### config.mk
export PLATFORM = sky130hd
export DESIGN_NAME = wpost_buf
export DESIGN_NICKNAME = d
export VERILOG_FILES = /design/src/rtl/wpost_buf.sv
export SDC_FILE = /design/constraint.sdc
export NUM_CORES = 1
export LEC_CHECK = 0
export ABC_AREA = 0
export BUFFER_PORTS_ARGS = -buffer_cell sky130_fd_sc_hd__buf_2
export CORE_MARGIN = 1.5
export CORE_UTILIZATION = 40
export DETAILED_ROUTE_END_ITERATION = 16
export GPL_TIMING_DRIVEN = 0
export PLACE_DENSITY_LB_ADDON = 0.12
export SYNTH_ARGS = -nofsm -noshare
export SYNTH_HDL_FRONTEND = slang
export SYNTH_SLANG_ARGS = --single-unit
export TNS_END_PERCENT = 10
### constraint.sdc
create_clock -name hclk -period 5.9 [get_ports hclk]
set_clock_uncertainty 0.15 [all_clocks]
set_input_delay 0.59 -clock hclk [delete_from_list [all_inputs] [get_ports hclk]]
set_output_delay 0.59 -clock hclk [all_outputs]
set_load 0.03 [all_outputs]
### src/rtl/wpost_buf.sv
module wpost_buf #(
  parameter int AW    = 32,
  parameter int WORDS = 16,
  localparam int IW   = $clog2(WORDS),
  localparam int WA   = AW - 2
) (
  input  logic          hclk,
  input  logic          hresetn,
  input  logic          hsel,
  input  logic [1:0]    htrans,
  input  logic          hwrite,
  input  logic [2:0]    hsize,
  input  logic [AW-1:0] haddr,
  input  logic [31:0]   hwdata,
  output logic          hready_out,
  output logic          u_valid,
  input  logic          u_ready,
  output logic [AW-1:0] u_addr,
  output logic [31:0]   u_data,
  output logic [3:0]    u_be,
  output logic          u_last
);

  logic [31:0]   mem  [2][WORDS];
  logic [3:0]    bem  [2][WORDS];
  logic [WA-1:0] base [2];
  logic [IW-1:0] cnt  [2];

  logic [1:0]    full;
  logic          fsel, dsel, open;
  logic [WA-1:0] lastw;
  logic [IW-1:0] widx, rptr;
  logic          dp_v, dp_b;
  logic [IW-1:0] dp_i;
  logic [3:0]    dp_be;
  logic [3:0]    lane;

  wire [WA-1:0] w     = haddr[AW-1:2];
  wire          xfer  = hsel && htrans[1] && hwrite;
  wire          hold  = hsel && (htrans == 2'b01);
  wire          same  = open && (w == lastw);
  wire          nxt   = open && (w == lastw + 1'b1) && (widx != IW'(WORDS - 1));
  wire          fresh = xfer && !same && !nxt;
  wire          tgt   = open ? ~fsel : fsel;
  wire          stall = fresh && full[tgt];
  wire          take  = xfer && !stall;
  wire          close = open && (fresh || (!xfer && !hold));
  wire          rel   = u_valid && u_ready && u_last;

  assign hready_out = !stall;
  assign u_valid    = full[dsel];
  assign u_addr     = {base[dsel], 2'b00};
  assign u_data     = mem[dsel][rptr];
  assign u_be       = bem[dsel][rptr];
  assign u_last     = (rptr == cnt[dsel]);

  always_comb begin
    case (hsize)
      3'd0:    lane = 4'b0001 << haddr[1:0];
      3'd1:    lane = haddr[1] ? 4'b1100 : 4'b0011;
      default: lane = 4'b1111;
    endcase
  end

  always_ff @(posedge hclk or negedge hresetn) begin
    if (!hresetn) begin
      full  <= '0;
      fsel  <= 1'b0;
      dsel  <= 1'b0;
      open  <= 1'b0;
      lastw <= '0;
      widx  <= '0;
      rptr  <= '0;
      dp_v  <= 1'b0;
      dp_b  <= 1'b0;
      dp_i  <= '0;
      dp_be <= '0;
    end else begin
      dp_v <= take;
      if (take) begin
        dp_be <= lane;
        lastw <= w;
        if (fresh) begin
          dp_b <= tgt;
          dp_i <= '0;
          widx <= '0;
        end else if (nxt) begin
          dp_b <= fsel;
          dp_i <= widx + 1'b1;
          widx <= widx + 1'b1;
        end else begin
          dp_b <= fsel;
          dp_i <= widx;
        end
      end
      if (close) begin
        fsel <= ~fsel;
        open <= take;
      end else if (take) begin
        open <= 1'b1;
      end
      full <= (full | (close ? (2'b01 << fsel) : 2'b00))
                    & ~(rel ? (2'b01 << dsel) : 2'b00);
      if (rel) begin
        rptr <= '0;
        dsel <= ~dsel;
      end else if (u_valid && u_ready) begin
        rptr <= rptr + 1'b1;
      end
    end
  end

  always_ff @(posedge hclk) begin
    if (take && fresh) begin
      base[tgt]   <= w;
      cnt[tgt]    <= '0;
      bem[tgt][0] <= '0;
    end
    if (take && nxt) begin
      cnt[fsel]             <= widx + 1'b1;
      bem[fsel][widx + 1'b1] <= '0;
    end
    if (dp_v) begin
      for (int k = 0; k < 4; k++)
        if (dp_be[k]) mem[dp_b][dp_i][8*k +: 8] <= hwdata[8*k +: 8];
      bem[dp_b][dp_i] <= bem[dp_b][dp_i] | dp_be;
    end
  end

endmodule

# Word level (Yosys, flattened, before mapping)
# Memory sizes are Yosys's and may differ from the RTL's.
# Cells that the tools add are included.
# word_totals
inputBits	74
word_cells	3207
mem_bits_rw	1220
n_memories	4
ff_bits	49
out_inout_bits	71
# mem_list
memory	depth	word_bits	rd	rd_ports_with_merged_regs	wr	line_no	source
mem	2	512	1	0	1	24	logic [31:0] mem [2][WORDS];
bem	2	64	2	0	2	25	logic [3:0] bem [2][WORDS];
base	2	30	1	0	1	26	logic [WA-1:0] base [2];
cnt	2	4	1	0	1	27	logic [IW-1:0] cnt [2];
# op_classes
n_reduce_logical	31
muxes	1598
order_cmp	7
eq_ne	6
n_shift	3
addsub	3
n_bitwise	1545
# ops
cell	count
$mux 512	4
$mux 1	1560
$or 1x1->1	1536
$demux 32 s4	4
$mux 64	4
$bmux 32 s4	1
$mux 32	3
$reduce_or 64->1	1
$eq 30x30->1	2
$mux 4	12
$bmux 4 s4	2
$demux 4 s4	2
$add 30x1->30 const B	1
$mux 24	1
$logic_and 1x1->1	18
$mux 16	1
$ge 5x5->1 const B	3
$not 4->5	3
$lt 5x1->1 const B	2
$add 4x1->4 const B	2
$mux 8	1
$pmux 4 s2	1
$reduce_bool 2->1	3
$logic_not 1->1	5
other kinds (17)	21

# Longest topological paths before layout
# Gate-level depths: netlist of run 1.
# depth
ltp_word	14
mapped_depth	12
ltp_nobuf	10

# Least setup slack after synthesis of run 1
# Ideal clock, no wire load.
# synth_path
kind	reg-to-reg
startpoint	reg lastw[9]
endpoint	mem base[0][0] in the netlist's numbering (enable)
stages_incl_launch_ff	11
setup_slack_ns	0.965
n_path_buf	1
required_time_ns	5.295
setup_ns	0.455
arrival_time_ns	4.331
period_less_slack_ns	4.935
path_cell_list	dfrtp_1 > buf_2 > nand4_1 > or4_1 > or3_1 > nand3_1 > o31ai_1 > o21bai_4 > or3_1 > nand2_1 > nor3_1
# synth_via
elab_chain_cells	12
word_cells_on_any_way	16
cone_classes	add/sub: 1; eq/ne: 2; mux: 2; reduce/logical: 11
# synth_lines
item	line_no	source
start: declaration	31	logic [WA-1:0] lastw;
start signal: assignment	82	lastw <= w;
$add 30x1->30	42	wire nxt = open && (w == lastw + 1'b1) && (widx != IW'(WORDS - 1));
$eq 30x30->1	42	
$logic_and 1x1->1 (2 in a row)	42	
$logic_not 1->1	43	wire fresh = xfer && !same && !nxt;
$logic_and 1x1->1 *	43	
$logic_and 1x1->1	45	wire stall = fresh && full[tgt];
$logic_not 1->1	46	wire take = xfer && !stall;
$logic_and 1x1->1	46	
$logic_and 1x1->1 *	114	if (take && fresh) begin
$mux 1 *	114	
$mux 1 (not written as such) *	115	base[tgt] <= w;
end: declaration	26	
# Every way passes the cells marked *; elsewhere a longest branch is shown, timed or not.

# Worst setup path in the final report of run 1
# layout_path
startpoint	reg dsel
endpoint	out u_data[11]
# layout_via
elab_chain_cells	4
# layout_lines
item	line_no	source
start: declaration	30	logic fsel, dsel, open;
start signal: assignment	106	dsel <= ~dsel;
$mem_v2 2x512	-	
$bmux 32 s4	53	assign u_data = mem[dsel][rptr];
$mux 32 (not written as such) (2 in a row)	53	
end: declaration	19	output logic [31:0] u_data,
# No other way between the ends. The select of a mux whose other input is x is not followed.

==> results of run 1 <==
critical path: stages (launching register included):
cell,delay [ns]
dfrtp_1,0.34
clkbuf_1,0.62
buf_2,0.67
clkdlybuf4s15_1,0.90
mux4_2,0.61
mux4_2,0.55
mux2_2,0.30
buf_2,0.18
logic make-up (layout without fill, tap and decap cells):
logic type | Yosys count | count (layout) | share of synthesized area, %
other | 1 | 3 | 0.00711
buffers and inverters | 186 | 620 | 1.46
AO/OA/AOI/OAI | 113 | 113 | 1.40
multiplexers | 521 | 521 | 19.6
flip-flops | 1269 | 1269 | 71.8
XOR/XNOR | 57 | 57 | 0.946
adder cells (fa/ha/maj) | 7 | 7 | 0.166
AND/OR/NAND/NOR | 468 | 468 | 4.62
repair_timing:
action	4_1_cts	5_1_grt
hold endpoints to repair	138	0
endpoints found under the setup margin	36	25
hold buffers	32	0
resized for setup	5	8
how the worst max path moves through the flow:
| stage | startpoint | end | slack (ns) |
|---|---|---|---|
| floorplan | lastw[9] | base[0][0] | 0.96 |
| global placement | lastw[1] | base[0][6] | -0.68 |
| detailed placement | dsel | u_be[3] | 0.31 |
| CTS | dsel | u_be[1] | 0.008 |
| global route | dsel | u_data[3] | 0.002 |
| finish | dsel | u_data[11] | 0.18 |
state kept, by name, summed over array words and instances, names as in the netlist, 2 cells and up:
signal,flops
rptr,4
dp_be,4
bem,128
lastw,30
mem,1024
cnt,8
dp_i,4
base,60
full,2
through the flow:
stage                     instances  util [%]  setup WS, ns  power (W)
after CTS                      4811      46.2       0.00798     0.0270
after global placement         4520      42.4        -0.680     0.0183
after global routing           4812      46.2       0.00212     0.0276
after floorplan                2623         -         0.965     0.0154
final                          4813      46.2         0.183     0.0268
after detailed placement       4523      42.5         0.308     0.0183
cells in the mapped netlist (all sizes together) (3+ instances only):
library cell | count | area [um2]
or2 | 4 | 25.0
inv | 15 | 56.3
xnor2 | 36 | 315
and2 | 6 | 37.5
a31oi | 4 | 25.0
dfrtp | 49 | 1230
buf | 38 | 215
nand2 | 70 | 263
nand2b | 8 | 50.1
nand4 | 13 | 103
a21o | 5 | 37.5
a21oi | 11 | 55.1
or3 | 9 | 56.3
o22ai | 11 | 68.8
o211ai | 3 | 22.5
and3 | 139 | 870
mux2i | 24 | 240
ha | 7 | 87.6
nor2b | 7 | 43.8
nor3 | 17 | 101
clkbuf | 133 | 500
mux4 | 392 | 8830
o21ai | 52 | 260
nor4 | 12 | 111
nor2 | 149 | 559
xor2 | 21 | 184
mux2 | 105 | 1280
nand3 | 22 | 110
edfxtp | 1220 | 36600
area by class of cell:
cell class	instances	area [um2]	share of cell area (%)
diodes	1	2.50	0.00413
plain buffers	171	771	1.27
clock buffers	176	3830	6.32
clock inverters	80	708	1.17
inverters	15	56.3	0.0929
multi-input cells	1168	14100	23.3
flip-flops and latches	1269	37900	62.4
well taps	1755	2200	3.62
repair buffers	178	1080	1.78
per-layer routing:
layer	track usage, %	share of wire (%)	wire (um)	vias to the layer above
met5	0	0.025	38	-
met1	31.1	42	63300	15103
met3	4.49	7.0	10600	244
met2	36.1	48	72000	1193
li1	-	-	-	11518
met4	6.92	3.1	4600	6
power groups by stage:
stage / clock network (W) / registers, W / logic, W
2_1_floorplan: 0 / 0.0103 / 0.00513
3_3_place_gp: 0 / 0.0103 / 0.00794
3_5_place_dp: 0 / 0.0103 / 0.00801
4_1_cts: 0.00882 / 0.0101 / 0.00806
5_1_grt: 0.00915 / 0.0102 / 0.00833
6_report: 0.00868 / 0.0101 / 0.00793
layout by cell type, fill, tap and decap left out, drive strengths merged, types with 8 or more instances in the layout:
cell type	n
mux4	392
nor4	12
buf	174
o22ai	11
edfxtp	1220
nor3	17
and3	139
nand2b	8
nor2	149
xor2	21
clkinv	62
bufinv	12
a21oi	11
or3	9
nand2	70
inv	19
mux2	105
clkbuf	313
mux2i	24
nand4	13
o21ai	52
dfrtp	49
xnor2	36
nand3	22
dlygate4sd3	32
==> results.toml, run 1 <==
[placement]
dpl.hpwl_mm = 102
place_area_um2 = 55700
gp_congestion = 0.887
io_buffers = 142

[die]
die_h_um = 366
start_util_pct = 40.2
core-area_um2 = 131000
dieWidth_um = 366
io-pin-count = 145
dieArea_um2 = 134000
num_rows = 133

[grt]
antenna_found_initial = 9
first_global_vias = 28979
grt_overflow = 0
grt_pass1_wl_mm = 213
grt_usage_pct = 22.5
grt_max_degree = 50

[layout]
syn_to_final_growth_pct = 15.0
final_nets = 3025
design_area_um2 = 60600
fillCellCount = 11192
layout-drive-gt1-share_pct = 28.9

[worst_hold_path]
hold_path.class = "primary input to flop"
hold_end = "fsel"
hold_path_depth = 3
worstHoldStart = "hsel"

[sta]
fmax_mhz = 175
finalCriticalPeriod_ns = 5.72
fin_setup_tns_ns = 0
finalMaxSlewViolations = 0
rsz0062_at_grt = "false"
setup_violations = 0
worst_pin_slew_ns = 1.44
fin_crit_sh_pct = 96.9
hold_viol_final = 0
whs_ns = 0.0674
slew_headroom_pct = 3.70

[setup_path]
arrival_ns = 4.98
crit_fanout = 10
path_class = "flop to output pin"
r2r_start = "dp_b"
crit_path_end_kind = "output pin"
reg2reg_depth = 8
required_ns = 5.16
worst_setup_path_start_kind = "flop"
r2r_setup_slack_ns = 1.12
r2r_end = "bem[1][53]"

[clock_network]
clk_pin_slew_worst_paths_ns = 0.06
clk_latency_ns = 0.77
cts_made_buffers = 141
cts_setup_buffers = 0
cts_tree = "built"
cts.sinks = 1269
root_buffer = "clkbuf_16"
htree_num_levels = 4
clockBufferDepth = 3

[synthesis]
synth-edff-count = 1220
synth_seq_cells = 1269
ys_warn_count = 0
synth_area_um2 = 52700
async_reset_ff_share_pct = 3.86
synth.distinct_cells = 76
synth_cells = 2622
syn_avg_cell_area_um2 = 20.1
ys_seq_area_share_pct = 71.8
synth_top_flop_cell = "edfxtp_1"

[pwr]
seqPwrFrac_pct = 37.9
power_density_nw_per_um2 = 441
combinationalPowerShare_pct = 29.6
switching_share_pct = 31.4
p_int_w = 0.0184
leakagePower_nw = 19.4
p_clk_share_pct = 32.4
p_sw_w = 0.00840
peakVddDrop_mv = 0.339

[drt]
drtIter0Drc = 2999
vias = 28064
wire_per_inst_um = 31.3
drcViolationCount = 0
via_per_inst = 5.83
drtPass1Iterations = 6
drt_wl_total_mm = 151
antenna_left = 0

[outcome]
outcome = "finished clean"

[flow_run]
cap_violations = 0
Note: power is estimated with default switching activity, not from simulation.
==> run 2, diff against run 1 <==
- clock period: 5.9 -> 7.4 ns (I/O delays scaled with it)
==> results.toml, run 2 (synthesized netlist as in run 1, its figures left out) <==
[outcome]
outcome = "finished clean"

[pwr]
fin_total_pwr_w = 0.0213
switching_share_pct = 31.4
peakVddDrop_mv = 0.272
p_clk_share_pct = 32.5
leakagePower_nw = 19.3
combinationalPowerShare_pct = 29.6
p_int_w = 0.0146
seqPwrFrac_pct = 37.9
power_density_nw_per_um2 = 353
p_sw_w = 0.00670

[placement]
post-place-ws_ns = 1.66
io_buffers = 142
dpl.hpwl_mm = 102
gp_congestion = 0.887
dpl.cell_count = 4523

[sta]
finalCriticalPeriod_ns = 6.44
finalMaxSlewViolations = 0
rsz0062_at_grt = "false"
fin_ws_ns = 0.957
slew_headroom_pct = 1.23
hold_viol_final = 0
fmax_mhz = 155
setup_violations = 0
fin_crit_sh_pct = 87.1
worst_pin_slew_ns = 1.48
fin_setup_tns_ns = 0

[layout]
fillCellCount = 11222
layout-drive-gt1-share_pct = 29.0
final_cell_mix = "edfxtp_1 (1220), mux4_2 (392), clkbuf_1 (156)"
final_common_cell = "edfxtp_1"
syn_to_final_growth_pct = 14.4
final_util_pct = 46.0
reg.largest.list = "mem (1024), bem (128), base (60)"
final_nets = 3001
stdcell_count = 4790
largest_reg_flops = 1024
largest_register = "mem"

[setup_path]
required_ns = 6.51
crit_chain = "clkbuf_1 -> clkbuf_1 -> buf_1 -> mux4_2 -> mux4_2 -> mux2_2 -> buf_2"
arrival_ns = 5.55
reg2reg_depth = 8
crit_path_end_kind = "output pin"
worst_setup_path_start_kind = "flop"
max_stage_delay_ns = 1.07
crit_path_top_delay_cell = "clkbuf_1"
path_class = "flop to output pin"
crit_fanout = 10

[drt]
drtIter0Drc = 2946
drt_wl_total_mm = 150
via_per_inst = 5.82
antenna_left = 0
drcViolationCount = 0
drtPass1Iterations = 5
wire_per_inst_um = 31.4
vias = 27887

[flow_run]
cap_violations = 0

[clock_network]
cts_setup_buffers = 0
postCtsHoldBufs = 7
cts_made_buffers = 141
cts_tree = "built"
clockBufferDepth = 3
cts_resized = 0
clk_latency_ns = 0.77
root_buffer = "clkbuf_16"
htree_num_levels = 4
cts.sinks = 1269
clk_pin_slew_worst_paths_ns = 0.06

[grt]
grt_max_degree = 50
grt_pass1_wl_mm = 213
antenna_found_initial = 10
first_global_vias = 28871
grt_overflow = 0
grt_usage_pct = 22.5

[die]
io-pin-count = 145
core-area_um2 = 131000
die_h_um = 366
num_rows = 133
dieWidth_um = 366
start_util_pct = 40.2
dieArea_um2 = 134000

[worst_hold_path]
hold_path.class = "primary input to flop"
hold_path_depth = 1
run 2: per-stage QoR:
stage,hold slack (ns),instance area (um2)
CTS,0.00934,60300
detailed placement,0.383,55700
global route,0.0275,60400
global placement,0.368,55700
finish,0.0669,60400
floorplan,0.294,52800
run 2: path summary, 6_finish.rpt:
path                          start         end  slack, ns
max                            dsel   u_data[2]       0.96
min                        haddr[9]  base[0][7]       0.07
max reg2reg                    dp_b  bem[1][53]       2.69
min reg2reg                 full[1]     full[1]       0.40
max in group asynchronous   hresetn    dp_be[1]       6.19
min in group asynchronous   hresetn   lastw[21]       0.32
run 2: power groups by stage:
stage                     Sequential, W  Clock [W]  Combinational [W]
after CTS                       0.00809    0.00704            0.00641
after detailed placement        0.00824          0            0.00639
final                           0.00809    0.00692            0.00630
after global routing            0.00810    0.00730            0.00662
after floorplan                 0.00818          0            0.00409
after global placement          0.00823          0            0.00633
run 2: worst max-delay path: cells and delay by family, from the launching register on:
family / cells / cell delay, ns
buffers and inverters: 4 / 2.84
DFF: 1 / 0.34
muxes: 3 / 1.57
run 2: area by class of cell:
cell class	instances	area [um2]	share of cell area, %
well taps	1755	2200	3.64
clock buffers	176	3830	6.35
flip-flops and latches	1269	37900	62.7
repair buffers	154	837	1.39
diodes	2	5.00	0.00829
inverters	15	56.3	0.0933
plain buffers	171	728	1.21
clock inverters	80	708	1.17
multi-input cells	1168	14100	23.4
run 2: metal layers:
| metal | share of wire (%) | up-vias | GRT usage [%] | wire length (um) |
|---|---|---|---|---|
| met5 | 0.025 | - | 0 | 38 |
| met4 | 3.0 | 6 | 6.92 | 4560 |
| met3 | 7.0 | 255 | 4.49 | 10500 |
| met2 | 48 | 1166 | 36.1 | 71800 |
| met1 | 42 | 14993 | 31.0 | 63500 |
| li1 | - | 11467 | - | - |
